**src/rtl/cvt_irq_flags.sv**
```systemverilog
module cvt_irq_flags #(
  parameter int DATA_W = 8,
  parameter int N_EVT  = 5
) (
  input  logic              clk,
  input  logic              rst_n,
  input  logic [N_EVT-1:0]  evt_i,
  input  logic              bus_wr,
  input  logic              bus_addr,
  input  logic [DATA_W-1:0] bus_wdata,
  output logic [DATA_W-1:0] bus_rdata,
  output logic              irq_o
);
  localparam int PAD_W = DATA_W - N_EVT;

  logic [N_EVT-1:0] flag_q, mask_q, flag_d, mask_d, clr;

  assign clr    = (bus_wr && !bus_addr) ? bus_wdata[N_EVT-1:0] : '0;
  assign flag_d = (flag_q & ~clr) | evt_i;
  assign mask_d = (bus_wr && bus_addr) ? bus_wdata[N_EVT-1:0] : mask_q;

  always_ff @(posedge clk) begin
    if (!rst_n) begin
      flag_q <= '0;
      mask_q <= '0;
      irq_o  <= 1'b0;
    end else begin
      flag_q <= flag_d;
      mask_q <= mask_d;
      irq_o  <= |(flag_d & mask_d);
    end
  end

  assign bus_rdata = {{PAD_W{1'b0}}, (bus_addr ? mask_q : flag_q)};
endmodule

```
**config.mk**
```make
export PLATFORM = sky130hd
export DESIGN_NAME = cvt_irq_flags
export DESIGN_NICKNAME = d
export VERILOG_FILES = /design/src/rtl/cvt_irq_flags.sv
export SDC_FILE = /design/constraint.sdc
export NUM_CORES = 1
export LEC_CHECK = 0
export BUFFER_PORTS_ARGS = -buffer_cell sky130_fd_sc_hd__clkbuf_2
export CORE_ASPECT_RATIO = 1.1
export CORE_MARGIN = 2
export CORE_UTILIZATION = 42
export CTS_CLUSTER_DIAMETER = 120
export DETAILED_ROUTE_END_ITERATION = 8
export GPL_TIMING_DRIVEN = 0
export PLACE_DENSITY = 0.72
export RECOVER_POWER = 50
export SKIP_LAST_GASP = 1
export SLEW_MARGIN = 20
export SYNTH_ARGS = -nofsm -noshare
export SYNTH_HDL_FRONTEND = slang
export SYNTH_SLANG_ARGS = --single-unit
```
**constraint.sdc**
```tcl
create_clock -name clk -period 1.3 [get_ports clk]
set_clock_uncertainty 0.05 [all_clocks]
set_input_delay 0.195 -clock clk [delete_from_list [all_inputs] [get_ports clk]]
set_output_delay 0.195 -clock clk [all_outputs]
set_load 0.01 [all_outputs]
```
Word-level counts from Yosys, hierarchy flattened
Index checks and enable logic that the tools add are counted.
Widths: inputs -> output; s select.

cells by class
  multiplexer cells = 3
  reduce and logical (&&, ||, !) cells = 4
  bitwise gates (word level) = 4

operators with widths
  cell               number
  $mux 5             3
  $and 5x5->5        2
  $not 5->5          1
  $or 5x5->5         1
  $reduce_or 5->1    1
  $logic_and 1x1->1  2
  $logic_not 1->1    1

word-level totals
  register bits after elaboration = 11
  logic and storage cells = 14
  input port bits = 17
  output and inout port bits = 9

Logic depth before layout (Yosys ltp)
  depth after elaboration = 8
  depth in mapped cells = 6
  depth with buffers taken out = 4

Worst setup path before layout
Ideal clock, no wire load.

  path type = in2reg
  from = input port bus_wr
  to = register irq_o
  setup slack = 0.054 ns
  stages = 6
  arrival = 1.071 ns
  required time = 1.125 ns
  buffers on the path = 2
  setup time = 0.125 ns
  cells stage by stage = buf_6 -> and2_4 -> buf_6 -> nor2_4 -> nor3_1 -> o41a_1

on the way
  word-level cells in the longest chain between the ends = 7

ends and longest elaborated chain
  item                    RTL line  text
  start: declaration      8         input logic bus_wr,
  $logic_and 1x1->1       18        assign clr = (bus_wr && !bus_addr) ? bus_wdata[N_EVT-1:0] : '0;
  $mux 5                  18
  $not 5->5               19        assign flag_d = (flag_q & ~clr) | evt_i;
  $and 5x5->5             19
  $or 5x5->5              19
  $and 5x5->5 (*)         30        irq_o <= |(flag_d & mask_d);
  $reduce_or 5->1 (*)     30
  end signal: assignment  30
  end: declaration        12        output logic irq_o

Mark *: on every way between the ends. The rest lies on a longest branch, timed or not.
A chain may end at the register's enable or synchronous reset.

Final worst setup path
  from = register mask_q[3]
  to = output port bus_rdata[3]

on the way
  word-level cells in the longest chain between the ends = 1

ends and longest elaborated chain
  item                      RTL line  text
  start: declaration        16        logic [N_EVT-1:0] flag_q, mask_q, flag_d, mask_d, clr;
  start signal: assignment  29        mask_q <= mask_d;
  $mux 5                    34        assign bus_rdata = {{PAD_W{1'b0}}, (bus_addr ? mask_q : flag_q)};
  end: declaration          11        output logic [DATA_W-1:0] bus_rdata,

Every way passes these cells.

==> flow_summary.ini <==
[timing]
fmax_ghz = 0.796
min_period_ns = 1.26
fin_crit_sh = 0.966
finalHoldViolCount = 0
rsz0062_at_grt = false
drv_slew = 0
fin_setup_tns_ns = 0
setup_ws_ns = 0.0439
setup_viol = 0

[layout]
multiInputGateArea_um2 = 399
syn2layout_area_growth_pct = 21.7
design_area_um2 = 821
n_antenna_cell = 0
seqCellArea_um2 = 221
fill_cells = 174
fin_nets = 124
drive_gt1_frac = 0.330
fin_util = 0.533

[placed_design]
post-place-ws_ns = -0.139
hpwl_um = 1090
gp_congestion = 0.722
port_buffers = 19
dpl-instance-area_um2 = 798

[grt]
grt_max_degree = 11
grt_pass1_vias = 604
antenna_found_initial = 0
gr-total-overflow = 0
use_met1 = 0.221
grt_util_met2 = 0.286
busiest_layer = met2
use_met3 = 0.0397
grt_pass1_wl_um = 2560
grt.total_usage = 0.173

[worst_setup_path]
crit_required_ns = 1.05
worst-path-max-fanout = 3
cpLargestDelayFamily = flip-flops
worstPathArrival_ns = 1.01
slowest_delay_ns = 0.35
crit_type = register to output port
critical_path.endpoint_type = output port
critPathBufInv = 1
cpMaxStageDelayCell = dfxtp_2
cp_cell_sequence = mux2_2 -> clkbuf_2
setup.worst_path.start_class = register

[power]
ir_drop_uv = 606
power_frac_seq = 0.474
p_leak_uw = 0.000356
swShare = 0.285
power_density_nw_per_um2 = 966
power_frac_comb = 0.222
internal_power_uw = 567
p_clk_frac = 0.303
design_power_total_uw = 793
power_switching_uw = 226

[logic_synthesis]
synth_cell_types = 24
yosysSeqAreaShare = 0.327
netlist_area_um2 = 674
synth.avg_cell_area_um2 = 8.33
synth_ff_type = dfxtp_1
synth_cells = 81
synth-edff-count = 0
async_flop_share = 0
yosysWarningCount = 0
ys_ff_latch = 11

[clock_network]
htreeDepth = 1
worstSkewPairLatency_ns = 0.27
cts_tree = yes
cts_max_path_buffers = 2
holdBufCountCts = 0
cts_root_buf = clkbuf_4
clock_sinks = 11
cts_buffers = 3
clkTransAtPathRegs_ns = 0.08

[min_path]
min_path_type = primary input to register

[floorplanning]
num_rows = 15
core_um2 = 1540
fp.dieH_um = 46.0
die_area_um2 = 1940
start_util = 0.438
die_w_um = 42.2
num_io_pins = 26

[status]
run_status = complete, no violations

[route]
wl_per_cell_um = 12.2
drt_pass1_iterations = 4
drtIter0Drc = 12
routed_via_density = 5.32
ant_nets = 0
wl_um = 1500
drc = 0
via_count = 654

[run]
drv_cap = 0
## cells by family (layout without fill, tap and decap cells)
family | after synthesis | in the layout | synth area share
simple gates | 35 | 35 | 0.276
compound gates | 22 | 22 | 0.219
flops | 11 | 11 | 0.327
buf+inv | 7 | 30 | 0.0890
mux | 5 | 5 | 0.0835
other cells | 1 | 3 | 0.00556
## cell usage after synthesis, types with 3 or more instances
master	instances	area, um2
nand3b_1	4	30.0
a21boi_0	5	37.5
mux2_2	5	56.3
nor3_1	3	15.0
buf_4	3	22.5
buf_6	3	33.8
nand2_1	15	56.3
a21oi_1	9	45.0
nor2_1	3	11.3
o22ai_1	3	18.8
dfxtp_1	11	220
nor2b_1	5	31.3
## worst paths after layout
check	slack [ns]	end	from	depth (start not counted)
hold reg to reg	0.45	mask_q[2]	mask_q[2]	2
setup / recovery	0.04	bus_rdata[3]	mask_q[3]	2
hold / removal	0.13	mask_q[4]	rst_n	2
setup reg to reg	0.10	irq_o	mask_q[1]	4
## sequential cells by signal (all words and copies together), names as in the netlist
signal and count:
flag_q 5, mask_q 5, irq_o 1
## power groups by stage
stage	registers (uW)	clock network, uW	logic (uW)
finish	376	241	176
global placement	382	0	176
detailed placement	383	0	179
CTS	375	250	180
global route	379	263	199
floorplan	381	0	117
## what timing repair did
action,CTS,global route
endpoints found under the setup margin,0,1
setup buffers,0,0
resized for setup,0,1
## final cells by class
class / count / share of cell area
Tap cell: 17 / 0.0259
Clock buffer: 4 / 0.0320
Sequential cell: 11 / 0.270
Multi-Input combinational cell: 65 / 0.486
Timing Repair Buffer: 19 / 0.113
Buffer: 7 / 0.0732
## per-stage QoR
stage,instances,hold WS (ns)
6_report,123,0.127
5_1_grt,123,0.137
4_1_cts,123,0.119
3_5_place_dp,119,0.409
3_3_place_gp,119,0.394
2_1_floorplan,83,0.284
## layout by cell type (no fill, tap or decap), types with 3 or more instances in the layout
cell      count
a21boi_0      5
a21oi_1       9
buf_4         3
buf_6         3
clkbuf_1      4
clkbuf_2     17
clkbuf_4      3
conb_1        3
dfxtp_1      10
mux2_2        5
nand2_1      15
nand3b_1      4
nor2_1        3
nor2b_1       5
nor3_1        3
o22ai_1       3
## metal layers
metal / vias up / wire (um)
li1: 328 / -
met1: 296 / 676
met2: 24 / 685
met3: 6 / 97
met4: 0 / 38
met5: - / 0
(Power assumes the default switching activity.)
